$ cat src/rtl/tlbtok_pkg.sv
// Shared types for the token-gated translation cache.
package tlbtok_pkg;
    // Which store produced a hit.
    typedef enum logic {
        SRC_SHARED = 1'b0,
        SRC_BYPASS = 1'b1
    } hit_src_e;
endpackage

$ cat src/rtl/tok_alloc.sv
// Permit allocator: gives TOK_PER_CORE permits to each core as a run of
// consecutive warps. An LFSR picks the start of each run, and the runs are
// chosen again once per epoch.
// Assumes WARPS is a power of two and TOK_PER_CORE <= WARPS.
module tok_alloc #(
    parameter int          NUM_CORES    = 4,
    parameter int          WARPS        = 8,
    parameter int          TOK_PER_CORE = 2,
    parameter int          EPOCH        = 4096,
    parameter logic [15:0] SEED         = 16'hACE1
) (
    input  logic                       clk,
    input  logic                       rst_n,
    output logic [NUM_CORES*WARPS-1:0] mask
);
    localparam int LFSR_W = 16;
    localparam int CNT_W  = (EPOCH > 1) ? $clog2(EPOCH) : 1;

    logic [LFSR_W-1:0]          lfsr_q;
    logic [CNT_W-1:0]           ep_cnt_q;
    logic [NUM_CORES*WARPS-1:0] mask_q;
    logic [NUM_CORES*WARPS-1:0] next_mask;

    // Build the next permit map from rotated LFSR bits, one run per core.
    always_comb begin
        next_mask = '0;
        for (int c = 0; c < NUM_CORES; c++) begin
            int off;
            off = int'((lfsr_q >> ((c * 5) % LFSR_W)) & LFSR_W'(WARPS - 1));
            for (int t = 0; t < TOK_PER_CORE; t++) begin
                next_mask[c*WARPS + ((off + t) % WARPS)] = 1'b1;
            end
        end
    end

    // Step the LFSR every cycle, count the epoch, and load a new map at its end.
    always_ff @(posedge clk) begin
        if (!rst_n) begin
            lfsr_q   <= SEED;
            ep_cnt_q <= '0;
            for (int c = 0; c < NUM_CORES; c++) begin
                for (int w = 0; w < WARPS; w++) begin
                    mask_q[c*WARPS + w] <= (w < TOK_PER_CORE);
                end
            end
        end else begin
            lfsr_q <= {1'b0, lfsr_q[LFSR_W-1:1]} ^ (lfsr_q[0] ? 16'hB400 : 16'h0000);
            if (ep_cnt_q == CNT_W'(EPOCH - 1)) begin
                ep_cnt_q <= '0;
                mask_q   <= next_mask;
            end else begin
                ep_cnt_q <= ep_cnt_q + 1'b1;
            end
        end
    end

    assign mask = mask_q;
endmodule

$ cat src/rtl/stlb_array.sv
// Set-associative shared TLB with true LRU kept as per-way age counters.
// A lookup searches its set combinationally. A fill rewrites a matching way,
// or else the lowest invalid way, or else the oldest way.
// Assumes SETS and WAYS are powers of two and both at least 2. When a fill
// and a lookup hit land in the same cycle, only the fill updates the ages.
module stlb_array #(
    parameter int SETS  = 16,
    parameter int WAYS  = 4,
    parameter int VPN_W = 20,
    parameter int PPN_W = 20
) (
    input  logic             clk,
    input  logic             rst_n,
    input  logic             lk_valid,
    input  logic [VPN_W-1:0] lk_vpn,
    output logic             lk_hit,
    output logic [PPN_W-1:0] lk_ppn,
    input  logic             fl_en,
    input  logic [VPN_W-1:0] fl_vpn,
    input  logic [PPN_W-1:0] fl_ppn,
    output logic             fl_present
);
    localparam int SET_W = $clog2(SETS);
    localparam int WAY_W = $clog2(WAYS);

    logic             vld_q [SETS][WAYS];
    logic [VPN_W-1:0] tag_q [SETS][WAYS];
    logic [PPN_W-1:0] ppn_q [SETS][WAYS];
    logic [WAY_W-1:0] age_q [SETS][WAYS];

    logic [SET_W-1:0] lk_set, fl_set, touch_set;
    logic [WAY_W-1:0] lk_way, hit_way, inv_way, lru_way, fl_way, touch_way;
    logic             inv_found, touch_en;

    assign lk_set = lk_vpn[SET_W-1:0];
    assign fl_set = fl_vpn[SET_W-1:0];

    // Search the lookup's set for a valid entry with a matching page.
    always_comb begin
        lk_hit = 1'b0;
        lk_ppn = '0;
        lk_way = '0;
        for (int w = 0; w < WAYS; w++) begin
            if (vld_q[lk_set][w] && tag_q[lk_set][w] == lk_vpn) begin
                lk_hit = 1'b1;
                lk_ppn = ppn_q[lk_set][w];
                lk_way = WAY_W'(w);
            end
        end
    end

    // Pick the fill way: the matching way, else the lowest invalid way, else the oldest.
    always_comb begin
        fl_present = 1'b0;
        hit_way    = '0;
        inv_found  = 1'b0;
        inv_way    = '0;
        lru_way    = '0;
        for (int w = WAYS - 1; w >= 0; w--) begin
            if (vld_q[fl_set][w] && tag_q[fl_set][w] == fl_vpn) begin
                fl_present = 1'b1;
                hit_way    = WAY_W'(w);
            end
            if (!vld_q[fl_set][w]) begin
                inv_found = 1'b1;
                inv_way   = WAY_W'(w);
            end
            if (age_q[fl_set][w] == WAY_W'(WAYS - 1)) begin
                lru_way = WAY_W'(w);
            end
        end
        fl_way = fl_present ? hit_way : (inv_found ? inv_way : lru_way);
    end

    // Choose which access refreshes recency this cycle; a fill wins.
    always_comb begin
        touch_en  = fl_en || (lk_valid && lk_hit);
        touch_set = fl_en ? fl_set : lk_set;
        touch_way = fl_en ? fl_way : lk_way;
    end

    // Write the tag and page payload of the filled way.
    always_ff @(posedge clk) begin
        if (fl_en) begin
            tag_q[fl_set][fl_way] <= fl_vpn;
            ppn_q[fl_set][fl_way] <= fl_ppn;
        end
    end

    // Keep valid bits and ages: the touched way becomes youngest, younger ones age by one.
    always_ff @(posedge clk) begin
        if (!rst_n) begin
            for (int s = 0; s < SETS; s++) begin
                for (int w = 0; w < WAYS; w++) begin
                    vld_q[s][w] <= 1'b0;
                    age_q[s][w] <= WAY_W'(w);
                end
            end
        end else begin
            if (fl_en) begin
                vld_q[fl_set][fl_way] <= 1'b1;
            end
            if (touch_en) begin
                for (int w = 0; w < WAYS; w++) begin
                    if (WAY_W'(w) == touch_way) begin
                        age_q[touch_set][w] <= '0;
                    end else if (age_q[touch_set][w] < age_q[touch_set][touch_way]) begin
                        age_q[touch_set][w] <= age_q[touch_set][w] + 1'b1;
                    end
                end
            end
        end
    end
endmodule

$ cat src/rtl/byp_cache.sv
// Small fully associative bypass store for pages filled by warps without a
// permit. A new page goes to the round-robin slot, and a page already held is
// rewritten in place. An invalidate clears a matching entry.
// Assumes ENTRIES is at least 2 and that wr_en and inv_en are never both high.
module byp_cache #(
    parameter int ENTRIES = 8,
    parameter int VPN_W   = 20,
    parameter int PPN_W   = 20
) (
    input  logic             clk,
    input  logic             rst_n,
    input  logic [VPN_W-1:0] lk_vpn,
    output logic             lk_hit,
    output logic [PPN_W-1:0] lk_ppn,
    input  logic             wr_en,
    input  logic             inv_en,
    input  logic [VPN_W-1:0] fl_vpn,
    input  logic [PPN_W-1:0] fl_ppn
);
    localparam int PTR_W = $clog2(ENTRIES);

    logic             vld_q [ENTRIES];
    logic [VPN_W-1:0] tag_q [ENTRIES];
    logic [PPN_W-1:0] ppn_q [ENTRIES];
    logic [PTR_W-1:0] ptr_q;
    logic [PTR_W-1:0] fl_idx, wr_idx;
    logic             fl_match;

    // Search every entry for the lookup page.
    always_comb begin
        lk_hit = 1'b0;
        lk_ppn = '0;
        for (int e = 0; e < ENTRIES; e++) begin
            if (vld_q[e] && tag_q[e] == lk_vpn) begin
                lk_hit = 1'b1;
                lk_ppn = ppn_q[e];
            end
        end
    end

    // Search every entry for the fill page and choose the slot to write.
    always_comb begin
        fl_match = 1'b0;
        fl_idx   = '0;
        for (int e = 0; e < ENTRIES; e++) begin
            if (vld_q[e] && tag_q[e] == fl_vpn) begin
                fl_match = 1'b1;
                fl_idx   = PTR_W'(e);
            end
        end
        wr_idx = fl_match ? fl_idx : ptr_q;
    end

    // Write the payload of the chosen slot.
    always_ff @(posedge clk) begin
        if (wr_en) begin
            tag_q[wr_idx] <= fl_vpn;
            ppn_q[wr_idx] <= fl_ppn;
        end
    end

    // Keep valid bits and the replacement pointer.
    always_ff @(posedge clk) begin
        if (!rst_n) begin
            ptr_q <= '0;
            for (int e = 0; e < ENTRIES; e++) begin
                vld_q[e] <= 1'b0;
            end
        end else begin
            if (wr_en) begin
                vld_q[wr_idx] <= 1'b1;
                if (!fl_match) begin
                    ptr_q <= (ptr_q == PTR_W'(ENTRIES - 1)) ? '0 : ptr_q + 1'b1;
                end
            end
            if (inv_en && fl_match) begin
                vld_q[fl_idx] <= 1'b0;
            end
        end
    end
endmodule

$ cat src/rtl/shared_tlb_tokfill.sv
// Top level: one lookup port, one fill port, and a registered result one cycle
// after the lookup. A fill goes to the shared TLB if its warp holds a permit or
// if the page is already there. Otherwise it goes to the bypass store.
// Assumes NUM_CORES and WARPS_PER_CORE are powers of two and at least 2, and
// that TOKENS_TOTAL divides evenly among the cores. A lookup in the same cycle
// as a fill sees the stores as they were before that fill.
module shared_tlb_tokfill #(
    parameter int          NUM_CORES      = 4,
    parameter int          WARPS_PER_CORE = 8,
    parameter int          TOKENS_TOTAL   = 8,
    parameter int          TLB_SETS       = 16,
    parameter int          TLB_WAYS       = 4,
    parameter int          BYP_ENTRIES    = 8,
    parameter int          VPN_W          = 20,
    parameter int          PPN_W          = 20,
    parameter int          EPOCH_CYCLES   = 4096,
    parameter logic [15:0] LFSR_SEED      = 16'hACE1,
    localparam int         CORE_W         = $clog2(NUM_CORES),
    localparam int         WARP_W         = $clog2(WARPS_PER_CORE),
    localparam int         MASK_W         = NUM_CORES * WARPS_PER_CORE
) (
    input  logic              clk,
    input  logic              rst_n,
    input  logic              lk_valid,
    input  logic [CORE_W-1:0] lk_core,
    input  logic [WARP_W-1:0] lk_warp,
    input  logic [VPN_W-1:0]  lk_vpn,
    input  logic              fl_valid,
    input  logic [CORE_W-1:0] fl_core,
    input  logic [WARP_W-1:0] fl_warp,
    input  logic [VPN_W-1:0]  fl_vpn,
    input  logic [PPN_W-1:0]  fl_ppn,
    output logic              rs_valid,
    output logic              rs_hit,
    output logic              rs_src,
    output logic [PPN_W-1:0]  rs_ppn,
    output logic [CORE_W-1:0] rs_core,
    output logic [WARP_W-1:0] rs_warp,
    output logic [VPN_W-1:0]  rs_vpn,
    output logic [MASK_W-1:0] token_mask
);
    import tlbtok_pkg::*;

    localparam int TOK_PER_CORE = TOKENS_TOTAL / NUM_CORES;

    logic             tlb_hit, byp_hit, tlb_present, fl_has_tok;
    logic             tlb_fill, byp_wr, byp_inv;
    logic [PPN_W-1:0] tlb_ppn, byp_ppn;
    hit_src_e         src_q;

    tok_alloc #(
        .NUM_CORES   (NUM_CORES),
        .WARPS       (WARPS_PER_CORE),
        .TOK_PER_CORE(TOK_PER_CORE),
        .EPOCH       (EPOCH_CYCLES),
        .SEED        (LFSR_SEED)
    ) u_tok (
        .clk  (clk),
        .rst_n(rst_n),
        .mask (token_mask)
    );

    // Route the fill using the permit map that holds in this cycle.
    always_comb begin
        fl_has_tok = token_mask[{fl_core, fl_warp}];
        tlb_fill   = fl_valid && (fl_has_tok || tlb_present);
        byp_wr     = fl_valid && !fl_has_tok && !tlb_present;
        byp_inv    = fl_valid && fl_has_tok;
    end

    stlb_array #(
        .SETS (TLB_SETS),
        .WAYS (TLB_WAYS),
        .VPN_W(VPN_W),
        .PPN_W(PPN_W)
    ) u_stlb (
        .clk       (clk),
        .rst_n     (rst_n),
        .lk_valid  (lk_valid),
        .lk_vpn    (lk_vpn),
        .lk_hit    (tlb_hit),
        .lk_ppn    (tlb_ppn),
        .fl_en     (tlb_fill),
        .fl_vpn    (fl_vpn),
        .fl_ppn    (fl_ppn),
        .fl_present(tlb_present)
    );

    byp_cache #(
        .ENTRIES(BYP_ENTRIES),
        .VPN_W  (VPN_W),
        .PPN_W  (PPN_W)
    ) u_byp (
        .clk   (clk),
        .rst_n (rst_n),
        .lk_vpn(lk_vpn),
        .lk_hit(byp_hit),
        .lk_ppn(byp_ppn),
        .wr_en (byp_wr),
        .inv_en(byp_inv),
        .fl_vpn(fl_vpn),
        .fl_ppn(fl_ppn)
    );

    // Register the merged result of both searches together with the requester.
    always_ff @(posedge clk) begin
        if (!rst_n) begin
            rs_valid <= 1'b0;
            rs_hit   <= 1'b0;
            src_q    <= SRC_SHARED;
            rs_ppn   <= '0;
            rs_core  <= '0;
            rs_warp  <= '0;
            rs_vpn   <= '0;
        end else begin
            rs_valid <= lk_valid;
            rs_hit   <= lk_valid && (tlb_hit || byp_hit);
            src_q    <= (!tlb_hit && byp_hit) ? SRC_BYPASS : SRC_SHARED;
            rs_ppn   <= tlb_hit ? tlb_ppn : (byp_hit ? byp_ppn : '0);
            rs_core  <= lk_core;
            rs_warp  <= lk_warp;
            rs_vpn   <= lk_vpn;
        end
    end

    assign rs_src = src_q;
endmodule

$ cat config.mk
export PLATFORM = sky130hd
export DESIGN_NAME = shared_tlb_tokfill
export DESIGN_NICKNAME = d
export VERILOG_FILES = /design/src/rtl/tlbtok_pkg.sv /design/src/rtl/tok_alloc.sv /design/src/rtl/stlb_array.sv /design/src/rtl/byp_cache.sv /design/src/rtl/shared_tlb_tokfill.sv
export SDC_FILE = /design/constraint.sdc
export NUM_CORES = 2
export LEC_CHECK = 0
export ABC_AREA = 0
export BUFFER_PORTS_ARGS = -buffer_cell sky130_fd_sc_hd__clkbuf_2
export CAP_MARGIN = 20
export CELL_PAD_IN_SITES_DETAIL_PLACEMENT = 1
export CELL_PAD_IN_SITES_GLOBAL_PLACEMENT = 1
export CORE_MARGIN = 10
export CORE_UTILIZATION = 45
export CTS_CLUSTER_SIZE = 12
export DETAILED_ROUTE_END_ITERATION = 12
export PLACE_DENSITY = 0.71
export SYNTH_ARGS = -nofsm -noshare
export SYNTH_HDL_FRONTEND = slang
export SYNTH_SLANG_ARGS = --single-unit
$ cat constraint.sdc
create_clock -name clk -period 21.4 [get_ports clk]
set_clock_uncertainty 0.2 [all_clocks]
set_input_delay 1.07 -clock clk [delete_from_list [all_inputs] [get_ports clk]]
set_output_delay 1.07 -clock clk [all_outputs]
set_load 0.05 [all_outputs]
# Yosys cells after proc, flatten, opt, wreduce, memory -nomap -nowiden
# Memory sizes are Yosys's and may differ from the RTL's.
# Index checks and enable logic that the tools add are counted.
op_classes:
  reduce_logical: 58
  n_addsub: 16
  n_bitwise: 20
  eq_ne: 33
  magnitude_cmp: 24
  muxes: 161
op_table:
  columns: ["cell", "count"]
  rows:
  - ["$eq A20 B20 Y1", 24]
  - ["$mux W20", 15]
  - ["$ge A32 B1 Y1 const B", 6]
  - ["$lt A32 B7 Y1 const B", 6]
  - ["$or A32 B32 Y32", 6]
  - ["$mux W1", 91]
  - ["$mux W80", 1]
  - ["$mux W2", 25]
  - ["$logic_and A1 B1 Y1", 41]
  - ["$demux W20 S2", 1]
  - ["$or A8 B32 Y32", 1]
  - ["$demux W1 S5", 6]
  - ["$mux W4", 7]
  - ["$mux W3", 8]
  - ["$mux W16", 1]
  - ["$xor A15 B16 Y16", 1]
  - ["$add A6 B4 Y7 const A", 2]
  - ["$add A12 B1 Y12 const B", 1]
  - ["$add A3 B1 Y3 const B", 4]
  - ["$eq A12 B12 Y1 const B", 1]
  - ["$reduce_or A3 Y1", 4]
  - ["$add A2 B1 Y2 const B", 4]
  - ["$eq A2 B2 Y1 const B", 4]
  - ["$lt A2 B2 Y1", 4]
  - ["other kinds (33)", 48]
totals:
  elab_cells: 330
  ff_bits: 111
  in_bits: 74
  n_memories: 7
  mem_bits_rw: 3080
mem_list:
  columns: ["memory", "words", "width", "read_ports", "rd_ports_with_merged_regs", "write_ports", "line_no", "rtl"]
  rows:
  - ["u_stlb.ppn_q", 16, 80, 1, 0, 1, "stlb_array.sv:28", "logic [PPN_W-1:0] ppn_q [SETS][WAYS];"]
  - ["u_stlb.tag_q", 16, 80, 2, 0, 1, "stlb_array.sv:27", "logic [VPN_W-1:0] tag_q [SETS][WAYS];"]
  - ["u_byp.ppn_q", 8, 20, 8, 0, 1, "byp_cache.sv:24", "logic [PPN_W-1:0] ppn_q [ENTRIES];"]
  - ["u_byp.tag_q", 8, 20, 8, 0, 1, "byp_cache.sv:23", "logic [VPN_W-1:0] tag_q [ENTRIES];"]
  - ["u_stlb.age_q", 16, 8, 2, 0, 16, "stlb_array.sv:29", "logic [WAY_W-1:0] age_q [SETS][WAYS];"]
  - ["u_stlb.vld_q", 16, 4, 2, 0, 16, "stlb_array.sv:26", "logic vld_q [SETS][WAYS];"]
  - ["1 more memories", null, null, null, null, null, null, null]

# Logic depth before layout (Yosys ltp)
# An unclocked memory read counts as a cell.
logic_depth:
  word_depth: 23
  depth_mapped: 35
  ltp_nobuf: 21

# Modules after synthesis
# From an unflattened synthesis, not the netlist that was laid out.
unflattened:
  hier_cells: 8100
  hier_area_um2: 141568.3
by_module_without_submodules:
  columns: ["mod", "area_per_inst_um2", "cells_each", "seq_area_each_um2", "n_inst"]
  rows:
  - ["stlb_array", 121099.9, 6468, 81998.6, 1]
  - ["byp_cache", 16139.2, 1195, 9829.4, 1]
  - ["tok_alloc", 2627.5, 287, 1081.0, 1]
  - ["shared_tlb_tokfill", 1701.6, 150, 960.9, 1]

# Worst setup path before layout
# Ideal clock, no wire load.
synth_timing:
  kind: "input to register"
  start: "in fl_vpn[1]"
  end: "mem u_stlb.ppn_q[0][60] (netlist bit) (enable)"
  t_arrival_ps: 8180
  setup_time_ps: 540
  cell_stages: 17
  setup_slack_ps: 12479
  cell_sequence: "buf_6 > buf_8 > buf_8 > buf_8 > buf_2 > mux4_2 > mux4_2 > xnor2_1 > nand3b_1 > nor4_1 > a31o_2 > o31ai_1 > buf_4 > buf_4 > buf_2 > buf_1 > nor4_1"
synth_via:
  elab_chain_len: 14
synth_rtl:
  columns: ["element", "line_no", "rtl"]
  rows:
  - ["start, declared", "shared_tlb_tokfill.sv:31", "input logic [VPN_W-1:0] fl_vpn,"]
  - ["$mem_v2 Z16 W80 or $mem_v2 Z16 W8 (tied branches)", null, null]
  - ["$eq A20 B20 Y1 or $eq A2 B2 Y1 (tied branches)", "stlb_array.sv:60, stlb_array.sv:68", null]
  - ["$logic_and A1 B1 Y1 or $mux W2 (tied branches)", "stlb_array.sv:60, stlb_array.sv:68", null]
  - ["$mux W2 (tied with other cells) (4 in series)", "stlb_array.sv:60", "if (vld_q[fl_set][w] && tag_q[fl_set][w] == fl_vpn) begin"]
  - ["$mux W2", "stlb_array.sv:72", "fl_way = fl_present ? hit_way : (inv_found ? inv_way : lru_way);"]
  - ["$not A2 Y3 (implied by the code)", "stlb_array.sv:86", "ppn_q[fl_set][fl_way] <= fl_ppn;"]
  - ["$ge A3 B3 Y1 (implied by the code) or $lt A3 B1 Y1 (tied branches)", "stlb_array.sv:86", null]
  - ["$logic_and A1 B1 Y1 (implied by the code)", "stlb_array.sv:86", null]
  - ["$mux W20 (implied by the code)", "stlb_array.sv:86", null]
  - ["$demux W20 S2", "stlb_array.sv:86", null]
  - ["$mux W80 (implied by the code)", "stlb_array.sv:86", null]
  - ["end, declared", "stlb_array.sv:28", null]
# Parallel ways exist; a longest one is shown, timed or not.

==> results.sh <==
export IMPL_power_density_nw_per_um2=85.07
export IMPL_worstMarginPinSlew_ps=1183
export IMPL_cts_tree="yes"
export IMPL_worstSetupPathType="in2reg"
export IMPL_yosysWarningCount=0
export IMPL_worst_ep_arrival_time_ps=11100
export IMPL_outcome="completed"
export IMPL_first_global_vias=87770
export IMPL_place_port_buffers=147
export IMPL_row_count=206
export IMPL_worst_slack_ps=10660
export IMPL_overflow=0
export IMPL_boundaryPins=154
export IMPL_vdd_drop_max_uv=72.03
export IMPL_post_route_drc_count=0
export IMPL_switchingPower_mw=3.157
export IMPL_crit_required_ps=21760
export IMPL_finalHoldViolations=0
export IMPL_postCtsHoldBufs=0
export IMPL_dpl_hpwl_um=292100
export IMPL_period_minus_slack_ps=10740
export IMPL_cts_htree_levels=5
export IMPL_post_drt_via_cell_ratio=6.796
export IMPL_grt_max_degree=142
export IMPL_clk_path_buf_depth=4
export IMPL_worstSetupStartpointType="input port"
export IMPL_cts_sinks=3185
export IMPL_cp_max_fo=123
export IMPL_dp_slack_ps=9655
export IMPL_p_leak_nw=50.65
export IMPL_synth_edf_count=3008
export IMPL_fin_nets=8263
export IMPL_syn_inst=7987
export IMPL_drt_initial_drc_count=12000
export IMPL_core_area_um2=314700
export IMPL_timing_final_crit_share_pct=50.18
export IMPL_async_flop_share_pct=0
export IMPL_area_growth_syn_to_layout_pct=11.35
export IMPL_postCtsResizedCells=0
export IMPL_clk_pin_slew_worst_paths_ps=60
export IMPL_wire_per_inst_um=38.76
export IMPL_path_common_cell="mux2i_1"
export IMPL_grt_util_all_layers_pct=27.92
export IMPL_cp_slowest_stage_delay_ps=890
export IMPL_totalWireLength_um=487500
export IMPL_start_util_pct=45.18
export IMPL_yosysSeqAreaShare_pct=66.01
export IMPL_comb_power_share_pct=7.9
export IMPL_cts_setup_buffers=0
export IMPL_ys_seq_elements=3185
export IMPL_yosysUniqueCellTypes=109
export IMPL_p_total_mw=13.47
export IMPL_slew_viol_final=0
export IMPL_die_h_um=582.1
export IMPL_rsz0062_at_grt="false"
export IMPL_antenna_left=0
export IMPL_finalSetupViolCount=0
export IMPL_p_sw_share_pct=23.43
export IMPL_maxCapViolCount=0
export IMPL_first_pass_iters=8
export IMPL_grt_pass1_wl_um=684000
export IMPL_slew_headroom_pct=21.10
export IMPL_numCtsBuffers=340
export IMPL_utilization_pct=50.31
export IMPL_dr_total_vias=85480
export IMPL_critPathSlowestCell="buf_4"
export IMPL_hold_class="in2reg"
export IMPL_drive_gt1_share_pct=25.94
export IMPL_worstSkewPairLatency_ps=930
export IMPL_seqPwrFrac_pct=51.0
export IMPL_die_w_um=582.1
export IMPL_tns_ps=0
export IMPL_clock_root_buffer="clkbuf_16"
export IMPL_synth_flop_cell="edfxtp_1"
export IMPL_gp_congestion=0.9603
export IMPL_synth_area_per_cell_um2=17.80
export IMPL_syn_area_um2=142200
export IMPL_fin_cells=12580
export IMPL_die_area_um2=338900
export IMPL_antenna_found_initial=28
export IMPL_cp_end_kind="register"
export IMPL_p_clk_share_pct=41.2
export IMPL_fmax_ghz=0.09312
export IMPL_intPower_mw=10.31
export IMPL_place_inst=11990
## power by group through the flow
| stage | registers (mW) | logic [mW] | clock network (mW) |
|---|---|---|---|
| 2_1_floorplan | 7.00 | 0.633 | 0 |
| 5_1_grt | 6.86 | 1.11 | 5.87 |
| 6_report | 6.86 | 1.06 | 5.55 |
| 4_1_cts | 6.86 | 1.05 | 5.61 |
| 3_5_place_dp | 6.99 | 1.04 | 0 |
| 3_3_place_gp | 6.99 | 1.02 | 0 |
## per-layer routing
metal / GRT usage, % / vias to the layer above / part of all wire [%]
met1: 37.04 / 45520 / 37
met3: 5.776 / 1253 / 10
met5: 0 / - / 0.024
met4: 14.42 / 12 / 6.1
met2: 43.78 / 5586 / 46
li1: - / 33110 / -
## cell type report
cell class	instances	area (um2)
antenna	13	32.53
clock buffer	455	9174
clock inverter	113	994.7
fill	28740	156400
inverter	102	386.6
multi-input combinational	4130	45590
sequential	3185	93870
tap	4160	5205
timing repair buffer	420	3085
## worst paths after layout
| kind | endpoint | from | depth (start not counted) | slack [ps] |
|---|---|---|---|---|
| worst max register to register | u_stlb.age_q[7][4] | u_stlb.tag_q[0][22] | 22 | 12840 |
| worst max-delay path | u_stlb.age_q[7][4] | fl_vpn[1] | 26 | 10660 |
| worst min-delay path | rs_warp[2] | lk_warp[2] | 2 | 150 |
| worst min register to register | u_tok.lfsr_q[7] | u_tok.lfsr_q[8] | 1 | 210 |
## stage by stage
stage	cell area [um2]	hold slack, ps
final	158300	154.7
after global routing	158300	130.0
after CTS	158200	96.24
after detailed placement	148000	200.8
after global placement	148000	212.0
after floorplan	142200	186.3
## synthesized netlist by cell type (69+ instances only)
library cell / instances / area share, %
and2_1: 70 / 0.31
a211oi_1: 70 / 0.37
mux4_2: 1001 / 16
a21oi_1: 91 / 0.32
o21ai_0: 140 / 0.49
nor2_1: 238 / 0.63
mux2_2: 175 / 1.4
nor3_1: 69 / 0.24
buf_2: 151 / 0.53
buf_1: 77 / 0.20
nand3_1: 158 / 0.56
nand4_1: 118 / 0.52
xnor2_1: 361 / 2.2
edfxtp_1: 3008 / 64
dfxtp_1: 177 / 2.5
mux2i_1: 339 / 2.4
inv_1: 93 / 0.25
xor2_1: 116 / 0.71
nand2_1: 274 / 0.72
clkbuf_1: 252 / 0.67
## worst max-delay path, delay by kind of cell
kind                     cells  cell delay, ps
adder cells (fa/ha/maj)      1             460
AO/OA/AOI/OAI                9            2490
buffers and inverters        6            3270
AND/OR/NAND/NOR              5            2280
multiplexers                 5            1110
## placed cells by master (no fill, tap or decap), drive strengths merged, types with 72 or more instances in the layout
cell type / synthesis / layout
o21ai: 165 / 165
dfxtp: 177 / 177
nand2: 274 / 274
inv: 97 / 104
nand4: 119 / 119
mux4: 1001 / 1001
and2: 73 / 73
a211oi: 72 / 72
xor2: 116 / 116
clkbuf: 252 / 579
xnor2: 361 / 361
clkinv: 5 / 101
mux2i: 340 / 340
mux2: 175 / 175
nor3: 79 / 79
a21oi: 92 / 92
buf: 322 / 296
edfxtp: 3008 / 3008
nand3: 158 / 158
nor2: 241 / 241
## registers in the layout (all words and copies together) (netlist names)
name and cells:
rs_hit 1, rs_ppn 20, rs_warp 3, u_byp.ppn_q 160, u_byp.tag_q 160, rs_valid 1
u_stlb.vld_q 64, u_byp.ptr_q 3, u_byp.vld_q 8, rs_src 1, u_tok.lfsr_q 16, u_stlb.ppn_q 1280
u_stlb.tag_q 1280, rs_vpn 20, u_tok.ep_cnt_q 12, u_stlb.age_q 128, rs_core 2, u_tok.mask 26
## logic make-up (layout without fill, tap and decap cells)
group / Yosys count / after routing / share of synthesized area (%)
AOI/OAI and AO/OA: 890 / 890 / 4.510
adders and majority gates: 10 / 10 / 0.08799
muxes: 1516 / 1516 / 19.64
xor gates and xnor gates: 477 / 477 / 2.938
buffers and inverters: 676 / 1090 / 2.335
other: 2 / 19 / 0.005281
and+or+nand+nor: 1231 / 1231 / 4.474
DFF: 3185 / 3185 / 66.01
No activity file was read; power rests on OpenSTA's default activity.
